**src/rtl/shift_pkg.sv**
```systemverilog
package shift_pkg;
  typedef enum logic [1:0] {
    OP_LSL = 2'b00,
    OP_LSR = 2'b01,
    OP_ASR = 2'b10,
    OP_XSR = 2'b11
  } shiftOpT;

  typedef struct packed {
    logic goRight;
    logic fillBit;
  } shiftCtrlT;
endpackage

```
**src/rtl/shift_ctrl.sv**
```systemverilog
module shift_ctrl
  import shift_pkg::*;
(
  input  logic [1:0] opCode,
  input  logic       srcMsb,
  input  logic       srcLsb,
  output shiftCtrlT  strobes
);
  shiftOpT opDec;

  always_comb begin
    opDec = shiftOpT'(opCode);
    strobes.goRight = 1'b1;
    strobes.fillBit = 1'b0;
    unique case (opDec)
      OP_LSL: strobes.goRight = 1'b0;
      OP_LSR: strobes.fillBit = 1'b0;
      OP_ASR: strobes.fillBit = srcMsb;
      OP_XSR: strobes.fillBit = srcLsb;
      default: strobes.goRight = 1'b0;
    endcase
  end
endmodule

```
**src/rtl/shift_stage.sv**
```systemverilog
module shift_stage #(
  parameter int W   = 16,
  parameter int AMT = 1
) (
  input  logic [W-1:0] dIn,
  input  logic         en,
  input  logic         goRight,
  input  logic         fillBit,
  output logic [W-1:0] dOut
);
  always_comb begin
    if (!en)
      dOut = dIn;
    else if (goRight)
      dOut = {{AMT{fillBit}}, dIn[W-1:AMT]};
    else
      dOut = {dIn[W-AMT-1:0], {AMT{1'b0}}};
  end
endmodule

```
**src/rtl/shift_datapath.sv**
```systemverilog
module shift_datapath
  import shift_pkg::*;
#(
  parameter int W      = 16,
  parameter int STAGES = 4
) (
  input  logic [W-1:0]      dIn,
  input  logic [STAGES-1:0] cnt,
  input  shiftCtrlT         strobes,
  output logic [W-1:0]      dOut
);
  logic [W-1:0] chain [0:STAGES];

  assign chain[0] = dIn;

  genvar g;
  generate
    for (g = 0; g < STAGES; g++) begin : gStage
      shift_stage #(.W(W), .AMT(1 << g)) uStage (
        .dIn    (chain[g]),
        .en     (cnt[g]),
        .goRight(strobes.goRight),
        .fillBit(strobes.fillBit),
        .dOut   (chain[g+1])
      );
    end
  endgenerate

  assign dOut = chain[STAGES];
endmodule

```
**src/rtl/barrel_shift_unit.sv**
```systemverilog
module barrel_shift_unit
  import shift_pkg::*;
#(
  parameter int W = 16,
  localparam int CW = $clog2(W)
) (
  input  logic [W-1:0]  dataIn,
  input  logic [CW-1:0] shiftCnt,
  input  logic [1:0]    shiftOp,
  output logic [W-1:0]  dataOut
);
  shiftCtrlT strobes;

  shift_ctrl uCtrl (
    .opCode (shiftOp),
    .srcMsb (dataIn[W-1]),
    .srcLsb (dataIn[0]),
    .strobes(strobes)
  );

  shift_datapath #(.W(W), .STAGES(CW)) uPath (
    .dIn    (dataIn),
    .cnt    (shiftCnt),
    .strobes(strobes),
    .dOut   (dataOut)
  );

  logic [W-1:0] lowMask;
  logic [W-1:0] highMask;

  always_comb begin
    lowMask  = (W'(1) << shiftCnt) - W'(1);
    highMask = ~({W{1'b1}} >> shiftCnt);

    zero_count_chk: assert (shiftCnt != '0 || dataOut == dataIn);

    lsl_fill_chk: assert (shiftOp != 2'b00 || (dataOut & lowMask) == '0);

    lsr_fill_chk: assert (shiftOp != 2'b01 || (dataOut & highMask) == '0);

    asr_fill_chk: assert (shiftOp != 2'b10 ||
                          (dataOut & highMask) == (dataIn[W-1] ? highMask : '0));

    xsr_fill_chk: assert (shiftOp != 2'b11 ||
                          (dataOut & highMask) == (dataIn[0] ? highMask : '0));
  end
endmodule

```
**config.mk**
```make
export PLATFORM = sky130hd
export DESIGN_NAME = barrel_shift_unit
export DESIGN_NICKNAME = d
export VERILOG_FILES = /design/src/rtl/shift_pkg.sv /design/src/rtl/shift_ctrl.sv /design/src/rtl/shift_stage.sv /design/src/rtl/shift_datapath.sv /design/src/rtl/barrel_shift_unit.sv
export SDC_FILE = /design/constraint.sdc
export NUM_CORES = 1
export LEC_CHECK = 0
export BUFFER_PORTS_ARGS = -buffer_cell sky130_fd_sc_hd__clkbuf_2
export CAP_MARGIN = 20
export CELL_PAD_IN_SITES_DETAIL_PLACEMENT = 0
export CELL_PAD_IN_SITES_GLOBAL_PLACEMENT = 2
export CORE_MARGIN = 3
export CORE_UTILIZATION = 29
export DETAILED_ROUTE_END_ITERATION = 7
export GPL_TIMING_DRIVEN = 0
export PLACE_DENSITY = 0.83
export SYNTH_ARGS = -nofsm -noshare
export SYNTH_HDL_FRONTEND = slang
export SYNTH_HIERARCHICAL = 1
export SYNTH_SLANG_ARGS = --single-unit
```
**constraint.sdc**
```tcl
create_clock -name vclk -period 2.4
set_input_delay 0 -clock vclk [all_inputs]
set_output_delay 0 -clock vclk [all_outputs]
set_load 0.02 [all_outputs]
```
---- After elaboration in Yosys (flattened, before gate mapping) ----
Cells that the tools add are included.
word-level totals
  register bits ........................... 0
  input bits .............................. 22
cells by class
  equal/unequal tests ..................... 2
  muxes and demuxes ....................... 9
  reductions and logical operators ........ 1
operators with widths
  cell                                  count
  16-bit 2-to-1 mux                     8
  2-bit == test, second input constant  2
  2-bit logical NOT                     1
  1-bit case mux with 2 select lines    1

---- Depth between registers and ports, before layout ----
Gate-level depths: netlist of run 1.
  word-level depth ........................ 10
  mapped depth ............................ 11
  depth with buffers taken out ............ 10

---- Modules after synthesis ----
Netlist of run 1, hierarchy kept.
by module, submodules not included
  module                                 instances  cells each  area each (µm²)  sequential area each (µm²)
  shift_stage at uPath.gStage[0].uStage  1          53          341.6            0.0
  shift_stage at uPath.gStage[1].uStage  1          53          336.6            0.0
  shift_stage at uPath.gStage[2].uStage  1          53          326.6            0.0
  shift_stage at uPath.gStage[3].uStage  1          41          276.5            0.0
  shift_ctrl                             1          3           22.5             0.0

---- Least setup slack after synthesis of run 1 ----
OpenSTA, ideal clock, no wires.
  path kind ............................... input -> output
  from .................................... in shiftOp[1]
  to ...................................... out dataOut[12]
  arrival time ............................ 1,977 ps
  slack ................................... 423 ps
  stages .................................. 11
  path buffers ............................ 2
  cell sequence ........................... or2_2 -> buf_6 -> buf_12 -> mux2i_1 -> a21oi_1 -> mux2i_1 -> a21oi_1 -> mux2i_1 -> a21oi_1 -> mux2i_1 -> a21oi_1
RTL lines
  item                line                     RTL
  start: declaration  barrel_shift_unit.sv:9   input logic [1:0] shiftOp,
  end: declaration    barrel_shift_unit.sv:10  output logic [W-1:0] dataOut

==> results of run 1 <==
## logic make-up after synthesis
group                  synth area share, %
AO/OA/AOI/OAI                         26.6
buffers and inverters                 16.2
multiplexers                          38.4
AND/OR/NAND/NOR                       18.8
## worst max-delay path: stages
cell,delay (ns)
clkbuf_2,0.08
or2_2,0.35
buf_6,0.17
buf_12,0.15
mux2i_1,0.13
a21oi_2,0.23
mux2i_1,0.13
a21oi_2,0.22
mux2i_1,0.10
a21oi_1,0.19
mux2i_1,0.10
a21oi_1,0.15
clkbuf_2,0.18
## worst max-delay path by stage
| stage | startpoint | end | slack [ns] |
|---|---|---|---|
| finish | shiftOp[1] | dataOut[13] | 0.21 |
| global route | shiftOp[1] | dataOut[10] | 0.03 |
| CTS | shiftOp[1] | dataOut[13] | 0.03 |
| detailed placement | shiftOp[1] | dataOut[13] | 0.04 |
| global placement | shiftOp[1] | dataOut[13] | 0.03 |
| floorplan | shiftOp[1] | dataOut[12] | 0.42 |
## stage by stage
step           hold WS, ns  cell area (sq um)  cells  total power (W)
2_1_floorplan        0.305               1300    203         0.000304
3_3_place_gp         0.554               1560    291         0.000417
3_5_place_dp         0.556               1560    291         0.000415
4_1_cts              0.559               1560    291         0.000416
5_1_grt              0.603               1610    291         0.000477
6_report             0.556               1610    291         0.000429
## layer usage
| layer | vias up | track usage, % | share of wire [%] |
|---|---|---|---|
| met1 | 674 | 20.9 | 50 |
| li1 | 794 | - | - |
| met2 | 28 | 23.5 | 47 |
| met3 | 0 | 0 | 3.2 |
| met4 | 0 | 0 | 0 |
| met5 | - | 0 | 0 |
## repair_timing
item | 4_1_cts | 5_1_grt
gates resized for setup | 0 | 15
hold endpoints to repair | 0 | 0
setup endpoints to repair | 0 | 12
## cell type report
cell class / count / area [sq um] / share of cell area, %
multi-input cells: 174 / 1150 / 71.2
repair buffers: 38 / 190 / 11.8
plain buffers: 20 / 178 / 11.0
well taps: 50 / 62.6 / 3.88
inverters: 9 / 33.8 / 2.10
## Yosys cell counts, drive strengths merged
library cell | count | area share (%)
inv | 9 | 2.6
nor2b | 1 | 0.48
a21oi | 49 | 19
mux2i | 50 | 38
and2 | 1 | 0.67
a22o | 7 | 4.7
buf | 19 | 13
clkbuf | 1 | 0.29
nor2 | 49 | 14
o21ai | 8 | 3.1
nand3 | 8 | 3.1
or2 | 1 | 0.48
## power by group
group / switching [W] / leakage, nW / internal [W]
logic: 0.000254 / 0.943 / 0.000175
registers: 0 / 0 / 0
clock network: 0 / 0 / 0
total: 0.000254 / 0.943 / 0.000175
==> flow_summary.ini, run 1 <==
[outcome]
status = finished, final reports clean

[sta]
max_freq_mhz = 457
setup_slack_ns = 0.211
rsz0062_at_grt = no
max_slew.worst_pin.slew_ns = 0.402
setup_viol = 0
hold_violations = 0
finalCriticalPeriod_ns = 2.19
maxSlewViolCount = 0
setup_tns_ns = 0
maxSlewHeadroom_pct = 73.1
fin_crit_sh_pct = 91.2

[yosys]
seq_area_frac_synth_pct = 0
syn_area_per_cell_sq_um = 6.42
netlist_instances = 203
yosysWarningCount = 6
syn_area_sq_mm = 0.00130
synth_nets = 225
synth_cell_types = 16

[run]
cap_violations = 0

[routing]
drcViolationCount = 0
ant_nets = 0
drt_wl_total_microns = 3890
dr.pass1.iters = 4
via_count = 1496
routedWlPerCell_microns = 13.4
via_per_inst = 5.14
first_iter_violations = 88

[floorplan]
dieArea_sq_mm = 0.00534
initial_utilization_pct = 31.2
die_y_microns = 73.1
die_w_microns = 73.1
num_io_pins = 38
core_area_sq_mm = 0.00417
fp-row-count = 23

[finish]
utilization_pct = 38.6
n_antenna_cell = 0
fillCellCount = 462
final_common_cell = mux2i_1
flops_and_latches = 0
seq_area_sq_um = 0
nClkBuffers = 0
final_cell_mix = mux2i_1 (50), nor2_1 (49), clkbuf_2 (38)
synthToLayoutAreaGrowth_pct = 23.6
fin_nets = 265
post_route_cells_drive_above_1_share_pct = 30.7

[place]
post-place-ws_ns = 0.0393
port_buffers = 38
routabilityCongestion = 0.764
hpwl_microns = 3230

[cts]
cts_hold_buffers = 0
postCtsSetupRepairBufs = 0

[global_routing]
gr-total-overflow = 0
grt_pass1_wl_microns = 6180
antenna_found_initial = 0
grt_use_total_pct = 13.9
grt_max_degree = 11
grt_pass1_vias = 1325

[critical_path]
cp-end-kind = primary output
crit_type = input port to primary output
critPathLaunchType = input port
cp_max_fo = 10
arrival_ns = 2.19
required_ns = 2.40

[worst_hold_path]
hp-class = input port to primary output
whs_endpoint = dataOut[14]
hold_depth = 6
hp-start = shiftCnt[2]

[pwr]
powerDensity_mw_per_mm2 = 266
p_leak_nw = 0.943
ir_drop_mv = 0.101
No activity file was read; power rests on OpenSTA's default activity.
==> run 2, diff against run 1 <==
- CORE_ASPECT_RATIO: default -> 0.7
==> flow_summary.ini, run 2 (synthesis results as in run 1) <==
[place]
port_buffers = 38
hpwl_microns = 3320
routabilityCongestion = 0.800
placedCellCount = 293
place_area_sq_mm = 0.00156

[global_routing]
grt_use_total_pct = 14.6
grt_pass1_wl_microns = 6490
gr-total-overflow = 0
grt_max_degree = 11
antenna_found_initial = 0
grt_pass1_vias = 1319

[sta]
hold_violations = 0
max_freq_mhz = 442
rsz0062_at_grt = no
maxSlewHeadroom_pct = 72.0
max_slew.worst_pin.slew_ns = 0.415
maxSlewViolCount = 0
setup_viol = 0
setup_tns_ns = 0
finalCriticalPeriod_ns = 2.26
fin_crit_sh_pct = 94.4

[worst_hold_path]
hold_depth = 6
hp-start = shiftCnt[2]
whs_endpoint = dataOut[14]
hp-class = input port to primary output

[floorplan]
core_area_sq_mm = 0.00411
fp-row-count = 19
die_w_microns = 86.1
dieArea_sq_mm = 0.00535
die_y_microns = 62.1
num_io_pins = 38
initial_utilization_pct = 31.7

[pwr]
p_leak_nw = 0.942
p_int_w = 0.000174
clock_power_share_pct = 0
seq_power_share_pct = 0
net-switching-power_w = 0.000256
powerDensity_mw_per_mm2 = 269
swShare_pct = 59.6
ir_drop_mv = 0.134
p_comb_share_pct = 100.0

[critical_path]
arrival_ns = 2.26
crit_type = input port to primary output
required_ns = 2.40
cp_max_fo = 10
critPathLaunchType = input port
cp-end-kind = primary output
path_delay_family = compound AO/OA/AOI/OAI gates
slowest_stage = or2_2
max_stage_delay_ns = 0.35
cpMostUsedCell = mux2i_1
worstPathCellList = clkbuf_2 -> or2_2 -> buf_6 -> buf_12 -> mux2i_1 -> a21oi_1 -> mux2i_1 -> a21oi_2 -> mux2i_1 -> a21oi_1 -> mux2i_1 -> a21oi_1 -> clkbuf_2
critPathBufInv = 4

[routing]
ant_nets = 0
via_count = 1539
first_iter_violations = 76
via_per_inst = 5.25
dr.pass1.iters = 4
routedWlPerCell_microns = 13.8
drcViolationCount = 0
drt_wl_total_microns = 4060

[finish]
post_route_cells_drive_above_1_share_pct = 29.5
seq_area_sq_um = 0
fin_nets = 265
finalNonFillerCells = 293
nClkBuffers = 0
synthToLayoutAreaGrowth_pct = 22.9
fillCellCount = 462
multi_input_area_sq_mm = 0.00114
flops_and_latches = 0
final_cell_mix = mux2i_1 (50), nor2_1 (49), clkbuf_2 (38), a21oi_1 (38), a21oi_2 (11)
fin_area_sq_mm = 0.00160
n_antenna_cell = 0
final_common_cell = mux2i_1

[cts]
cts_hold_buffers = 0
postCtsSetupRepairBufs = 0

[outcome]
status = finished, final reports clean

[run]
cap_violations = 0
-- run 2: cell counts in the layout (fill, tap and decap cells not counted) --
Identical to the previous run, type by type.
-- run 2: tightest hold or removal path, cell delays in order --
cell	delay [ns]
clkbuf_2	0.11
nor2_1	0.10
a21oi_1	0.06
nor2_1	0.08
a21oi_1	0.05
clkbuf_2	0.15
-- run 2: how the worst max path moves through the flow --
stage                     startpoint           to  slack (ns)  cells past startpoint
final                     shiftOp[1]  dataOut[14]        0.14                     13
after global routing      shiftOp[0]  dataOut[15]       0.001                     13
after CTS                 shiftOp[1]  dataOut[13]        0.02                     13
after detailed placement  shiftOp[1]  dataOut[15]        0.02                     13
after global placement    shiftOp[1]  dataOut[15]        0.02                     13
after floorplan           shiftOp[1]  dataOut[12]        0.42                     11
-- run 2: final cells by class --
cell class	instances	area share, %
Multi-Input combinational cell	174	70.9
Timing Repair Buffer	38	11.9
Buffer	20	11.1
Inverter	9	2.11
Tap cell	52	4.06
-- run 2: metrics by stage --
stage	setup slack [ns]	utilization [%]	hold slack (ns)	power (W)
after global routing	0.00113	39.0	0.597	0.000475
after CTS	0.0207	37.9	0.552	0.000416
final	0.135	39.0	0.547	0.000430
after floorplan	0.423	-	0.305	0.000304
after global placement	0.0156	37.9	0.541	0.000417
after detailed placement	0.0240	37.9	0.552	0.000415
-- run 2: layer usage --
metal  wire length [microns]  global-route usage, %  up-vias
met4                       0                      0        0
met3                     183                  0.659        0
li1                        -                      -      791
met5                       0                      0        -
met1                    2270                   24.6      712
met2                    1610                   21.2       36
-- run 2: timing repair --
action,in CTS,in global routing
gates resized for setup,0,12
hold endpoints to repair,0,0
endpoints found under the setup margin,0,12
-- run 2: power by group through the flow --
stage	clock [W]	sequential, W	combinational, W
after global routing	0	0	0.000475
after detailed placement	0	0	0.000415
after CTS	0	0	0.000416
final	0	0	0.000430
after global placement	0	0	0.000417
after floorplan	0	0	0.000304
